===== config.mk =====
export PLATFORM = sky130hd
export DESIGN_NAME = ir_rx_fifo
export DESIGN_NICKNAME = d
export VERILOG_FILES = /design/src/rtl/ir_rx_fifo.sv
export SDC_FILE = /design/constraint.sdc
export NUM_CORES = 1
export LEC_CHECK = 0
export BUFFER_PORTS_ARGS = -buffer_cell sky130_fd_sc_hd__buf_2
export CORE_MARGIN = 2
export CORE_UTILIZATION = 45
export CTS_CLUSTER_DIAMETER = 120
export DETAILED_ROUTE_END_ITERATION = 10
export GPL_ROUTABILITY_DRIVEN = 0
export MAX_ROUTING_LAYER = met4
export SETUP_SLACK_MARGIN = 0.4
export SLEW_MARGIN = 40
export SYNTH_ARGS = -nofsm -noshare
export SYNTH_HDL_FRONTEND = slang
export SYNTH_SLANG_ARGS = --single-unit
export TNS_END_PERCENT = 50

===== constraint.sdc =====
create_clock -name clk -period 4.7 [get_ports clk]
set_input_delay 0 -clock clk [delete_from_list [all_inputs] [get_ports clk]]
set_output_delay 0 -clock clk [all_outputs]
set_load 0.01 [all_outputs]

===== src/rtl/ir_rx_fifo.sv =====
module ir_rx_fifo #(
  parameter int DEPTH  = 16,
  parameter int ADDR_W = 6
) (
  input  logic              clk,
  input  logic              rst_n,
  input  logic [ADDR_W-1:0] bus_addr,
  input  logic              bus_wr,
  input  logic              bus_rd,
  input  logic [31:0]       bus_wdata,
  output logic [31:0]       bus_rdata,
  input  logic              enc_valid,
  input  logic [7:0]        enc_byte,
  input  logic              enc_pkt_end,
  output logic              rx_gen_en,
  output logic              rx_en,
  output logic [1:0]        rx_mode,
  output logic              rx_invert,
  output logic [5:0]        noise_thr,
  output logic [7:0]        idle_thr,
  output logic              irq
);
  localparam int PTR_W = $clog2(DEPTH);
  localparam int CNT_W = $clog2(DEPTH + 1);
  localparam logic [ADDR_W-1:0] A_CTRL = ADDR_W'(6'h00);
  localparam logic [ADDR_W-1:0] A_RXCF = ADDR_W'(6'h10);
  localparam logic [ADDR_W-1:0] A_DATA = ADDR_W'(6'h20);
  localparam logic [ADDR_W-1:0] A_IEN  = ADDR_W'(6'h2C);
  localparam logic [ADDR_W-1:0] A_STAT = ADDR_W'(6'h30);
  localparam logic [ADDR_W-1:0] A_SAMP = ADDR_W'(6'h34);

  logic [7:0]       mem [DEPTH];
  logic [PTR_W-1:0] rd_ptr, wr_ptr;
  logic [CNT_W-1:0] cnt_q;
  logic             ie_ovf, ie_pe, ie_da;
  logic [3:0]       lvl_q;
  logic             ovf_q, pe_q;

  wire rx_on    = rx_gen_en & rx_en;
  wire pop      = bus_rd && bus_addr == A_DATA && cnt_q != '0;
  wire push_req = enc_valid & rx_on;
  wire full     = cnt_q == CNT_W'(DEPTH);
  wire push_ok  = push_req && (!full || pop);
  wire ovf_set  = push_req && !push_ok;
  wire pe_set   = enc_pkt_end & rx_on;
  wire wr_stat  = bus_wr && bus_addr == A_STAT;
  wire avail    = 32'(cnt_q) >= 32'(lvl_q) + 32'd1;

  assign irq = (ovf_q & ie_ovf) | (pe_q & ie_pe) | (avail & ie_da);

  wire unused_wdata = ^bus_wdata[31:16];

  always_ff @(posedge clk) begin
    if (!rst_n) begin
      rx_gen_en <= 1'b0; rx_en <= 1'b0; rx_mode <= '0; rx_invert <= 1'b0;
      noise_thr <= '0; idle_thr <= '0;
      ie_ovf <= 1'b0; ie_pe <= 1'b0; ie_da <= 1'b0; lvl_q <= '0;
    end else if (bus_wr) begin
      case (bus_addr)
        A_CTRL: begin
          rx_gen_en <= bus_wdata[0];
          rx_en     <= bus_wdata[1];
          rx_mode   <= bus_wdata[5:4];
        end
        A_RXCF: rx_invert <= bus_wdata[2];
        A_IEN: begin
          ie_ovf <= bus_wdata[0];
          ie_pe  <= bus_wdata[1];
          ie_da  <= bus_wdata[4];
          lvl_q  <= bus_wdata[11:8];
        end
        A_SAMP: begin
          noise_thr <= bus_wdata[7:2];
          idle_thr  <= bus_wdata[15:8];
        end
        default: ;
      endcase
    end
  end

  always_ff @(posedge clk) begin
    if (!rst_n) begin
      ovf_q <= 1'b0;
      pe_q  <= 1'b0;
    end else begin
      ovf_q <= ovf_set | (ovf_q & ~(wr_stat & bus_wdata[0]));
      pe_q  <= pe_set  | (pe_q  & ~(wr_stat & bus_wdata[1]));
    end
  end

  always_ff @(posedge clk) begin
    if (!rst_n) begin
      rd_ptr <= '0;
      wr_ptr <= '0;
      cnt_q  <= '0;
    end else begin
      if (push_ok) wr_ptr <= wr_ptr + 1'b1;
      if (pop)     rd_ptr <= rd_ptr + 1'b1;
      cnt_q <= cnt_q + CNT_W'(push_ok) - CNT_W'(pop);
    end
  end

  always_ff @(posedge clk) begin
    if (push_ok) mem[wr_ptr] <= enc_byte;
  end

  always_comb begin
    bus_rdata = '0;
    if (bus_rd) begin
      case (bus_addr)
        A_CTRL: bus_rdata = {26'b0, rx_mode, 2'b0, rx_en, rx_gen_en};
        A_RXCF: bus_rdata = {29'b0, rx_invert, 2'b0};
        A_DATA: bus_rdata = (cnt_q == '0) ? 32'b0 : {24'b0, mem[rd_ptr]};
        A_IEN:  bus_rdata = {20'b0, lvl_q, 3'b0, ie_da, 2'b0, ie_pe, ie_ovf};
        A_STAT: bus_rdata = (32'(cnt_q) << 8) | {27'b0, avail, 2'b0, pe_q, ovf_q};
        A_SAMP: bus_rdata = {16'b0, idle_thr, noise_thr, 2'b0};
        default: bus_rdata = '0;
      endcase
    end
  end
endmodule



==> results.txt <==
Clock tree synthesis found a total of 173 sinks. The placeable core area was 0.01647 mm^2; the count of endpoints failing hold in the final timing report was 0. Dividing total power by cell area gives a power density of 341.2 mW/mm^2.

Detailed placement finished with a half-perimeter wire length of 11030 um. In this run the horizontal extent of the chip is 133.2 um. The logs give 0 for the remaining routing DRC violations and 0 for the setup violation total in the final timing report.

Summing every instance area after synthesis gives 0.007516 mm^2. Final hold analysis gives a worst-case slack of 0.02530 ns. For the initial antenna violation count, the log shows 0. The synthesis-stage register bit count was 173; the number of inserted diodes was 0. Sequential elements use 63.13% of the synthesized area. The post-route netlist has 26.53% of its cells at a drive strength greater than 1. The count of nets left with antenna violations once routing finished came out at 0. For this run, the detailed router's first-pass iteration total came to 6. The signal on the critical path passes through inv_1 > ha_1 > and4_1 > a21oi_2 > inv_1 > ha_1 > inv_1 > ha_1 > fa_1 > a21oi_1 > nor2_1 > nor3_1 > and3b_1. The count of flip-flops with a built-in enable after synthesis came out at 128. STA classifies the critical path endpoint as a flop. In the final routed layout, each cell accounts on average for 19.57 um.

Type of the worst setup path: reg -> reg. Max-cap violations in this run came to 0. By area, the combinational part of the netlist is dominated by multiplexers. TritonCTS built the clock tree.

The tools report the clock tree skew after final layout as 0.01235 ns. The H-tree was split into 4 levels. After routing, the total negative slack on setup checks comes to 0 ns. After clock tree synthesis, the setup repair step added 0 buffers.

In the synthesized netlist, mux cells make up 12.52% of the area. The flow ran to the end, and the final reports show no timing, DRC or antenna violations. Layout filler cell count: 1367.

Overall die area: 0.01775 mm^2. For the pin with the worst max-slew slack, the measured transition is 0.7378 ns. The cell count after synthesis came out at 530. The arrival time reported for the critical path endpoint is 3.24 ns. Setup repair after global routing left no endpoint under its margin. Shortest clock period the worst path allows after layout: 2.928 ns.

The tools report the final net count as 694. Clock tree synthesis inserted a total of 17 buffers. Summed over all layers, the global routing overflow is 0. Relative to the synthesized area, the layout overhead comes to 18.21%. The routed layout has 4643 vias. The max-slew violation count is 0, and the via count normalized by instance count is 5.418.

The clock transition time at the flip-flop clock pins of the worst setup and hold paths works out to 0.07 ns. The final wirelength is 16770 um. On the critical path, the stage with the largest delay is an instance of sky130_fd_sc_hd__dfxtp_1.

The xor and xnor area share after synthesis was 1.049%. The achievable frequency was 341.5 MHz. Headroom to the max-slew limit came out at 50.76%. In this run the vertical extent of the chip is 133.2 um. The compound-cell area share of the yosys netlist is 6.309%. In this run the count of I/O pins placed on the die edge is 104. The tools report the clock tree root buffer cell as sky130_fd_sc_hd__clkbuf_16.

Of all nets on the critical path, the largest fanout is 8. Summing the areas of all fa, ha and maj instances in the mapped netlist gives 3.096% of the synthesized area. Counting flops with an async set or reset pin after synthesis yields a share of 0%.

The most common cell after layout, fill and taps aside is sky130_fd_sc_hd__edfxtp_1. The Yosys step of the flow raised 0 warnings. STA classifies the critical path startpoint as a flop.

Entering global routing, the biggest net connects 45 pins. The logs give 3.029 nW for the leakage power figure and 20.36% for the overall track demand over capacity in global routing. For the worst endpoint required time, the log shows 5.02 ns.

The final critical path takes up 62.30% of the cycle. The largest single stage delay on the critical path is 0.40 ns. The cts-stage hold buffer count is 25.

The port buffer count is 71, and the number of global-route vias before repair is 4617. Across the VDD grid, the largest voltage drop is 0.0002488 V. The first global-routing pass estimated 25940 um of wire. For the number of gates resized after CTS, the log shows 0. Each instance of the synthesized netlist takes up on average 14.18 um^2. Row generation in the floorplan step produced 47 rows.

After Yosys synthesis, and, or, nand and nor cells account for 10.04% of the synthesized area. The number of buffers and inverters on the critical path is 3, and the distinct cell type count of the synthesized netlist is 46. The initial utilization of the core area, before any placement, comes to 45.65%. The longest clock path from root to sink contains 2 buffers.

The worst hold path belongs to the class in -> reg. The logs give 262 for the initial detailed-routing violation count and 0.43 ns for the clock insertion delay at the later pin of the skew report. For this run, the leading register cell type out of synthesis is sky130_fd_sc_hd__edfxtp_1. In the layout the commonest cells are 128 x sky130_fd_sc_hd__edfxtp_1, 71 x sky130_fd_sc_hd__buf_2, 67 x sky130_fd_sc_hd__nand2_1, 43 x sky130_fd_sc_hd__dfxtp_1, 32 x sky130_fd_sc_hd__mux4_2.

The kind of cell with the highest combined delay along the critical path is adder cells.
==> sequential cells by signal, summed over array words and instances, names as in the netlist, named ones only <==
signal	flops
mem	128
idle_thr	8
noise_thr	6
cnt_q	5
lvl_q	4
rd_ptr	4
wr_ptr	4
rx_mode	2
ie_da	1
ie_ovf	1
ie_pe	1
ovf_q	1
pe_q	1
rx_en	1
rx_gen_en	1
rx_invert	1
==> logic make-up after synthesis <==
logic type / after synthesis
buffers and inverters: 56
xor gates and xnor gates: 9
adders and majority gates: 18
muxes: 53
other: 1
AOI/OAI and AO/OA: 68
DFF: 173
and+or+nand+nor: 152
==> worst min-delay path: stages <==
cell and delay, ns:
sky130_fd_sc_hd__buf_2 0.21, sky130_fd_sc_hd__nand3_1 0.12, sky130_fd_sc_hd__a21boi_0 0.07
==> through the flow <==
| step | power (W) | cells | setup slack, ns | area, um^2 | util (%) |
|---|---|---|---|---|---|
| floorplan | 0.001706 | 545 | 2.026 | 7572 | - |
| global placement | 0.001731 | 800 | 1.792 | 8036 | 48.81 |
| detailed placement | 0.001734 | 800 | 1.742 | 8082 | 49.08 |
| CTS | 0.003049 | 857 | 1.733 | 8879 | 53.92 |
| global route | 0.003124 | 857 | 1.501 | 8885 | 53.96 |
| finish | 0.003032 | 857 | 1.772 | 8885 | 53.96 |
==> layer usage <==
metal	global-route usage, %	share of wire, %	vias up
met1	26.78	45	2328
met5	-	0	-
met2	32.10	48	151
met4	5.851	1.6	0
met3	4.642	5.5	18
li1	-	-	2146
==> synthesized netlist by cell type, types with 5 or more instances <==
library cell                 n  share of area, %
sky130_fd_sc_hd__ha_1       17               2.8
sky130_fd_sc_hd__a21boi_0   25               2.5
sky130_fd_sc_hd__nand2b_1    5              0.42
sky130_fd_sc_hd__buf_2      10              0.67
sky130_fd_sc_hd__xnor2_1     5              0.58
sky130_fd_sc_hd__clkbuf_1   14              0.70
sky130_fd_sc_hd__edfxtp_1  128                51
sky130_fd_sc_hd__nor2_1     19              0.95
sky130_fd_sc_hd__nand3_1    19               1.3
sky130_fd_sc_hd__inv_1      12              0.60
sky130_fd_sc_hd__nand2_1    67               3.3
sky130_fd_sc_hd__mux2_2      8               1.2
sky130_fd_sc_hd__mux4_2     32               9.6
sky130_fd_sc_hd__nor3_1      8              0.53
sky130_fd_sc_hd__a21oi_1    14              0.93
sky130_fd_sc_hd__and2_1     10              0.83
sky130_fd_sc_hd__a22oi_1     6              0.60
sky130_fd_sc_hd__dfxtp_1    45                12
sky130_fd_sc_hd__o211ai_1    5              0.50
sky130_fd_sc_hd__mux2i_1    13               1.7
sky130_fd_sc_hd__buf_4      17               1.7
==> report_power, final <==
group	internal, W	switching, W
logic	0.0000318	0.0000475
clock network	0.000734	0.000581
registers	0.00164	0.000000852
==> worst paths after layout <==
path,startpoint,endpoint,slack [ns],cells after the start
worst max-delay path,cnt_q[2],cnt_q[4],1.77,13
worst min-delay path,bus_wr,lvl_q[0],0.03,3
worst max register to register,cnt_q[2],cnt_q[4],1.77,13
worst min register to register,idle_thr[3],idle_thr[3],0.48,2
==> layout make-up <==
type	count	area, um^2	area share (%)
clock buffers	20	436.7	4.915
clock inverters	12	110.1	1.239
inverters	12	45.04	0.5070
multi-input cells	316	2605	29.32
flip-flops and latches	173	4747	53.43
well taps	220	275.3	3.098
repair buffers	104	665.6	7.492
(Power assumes the default switching activity.)
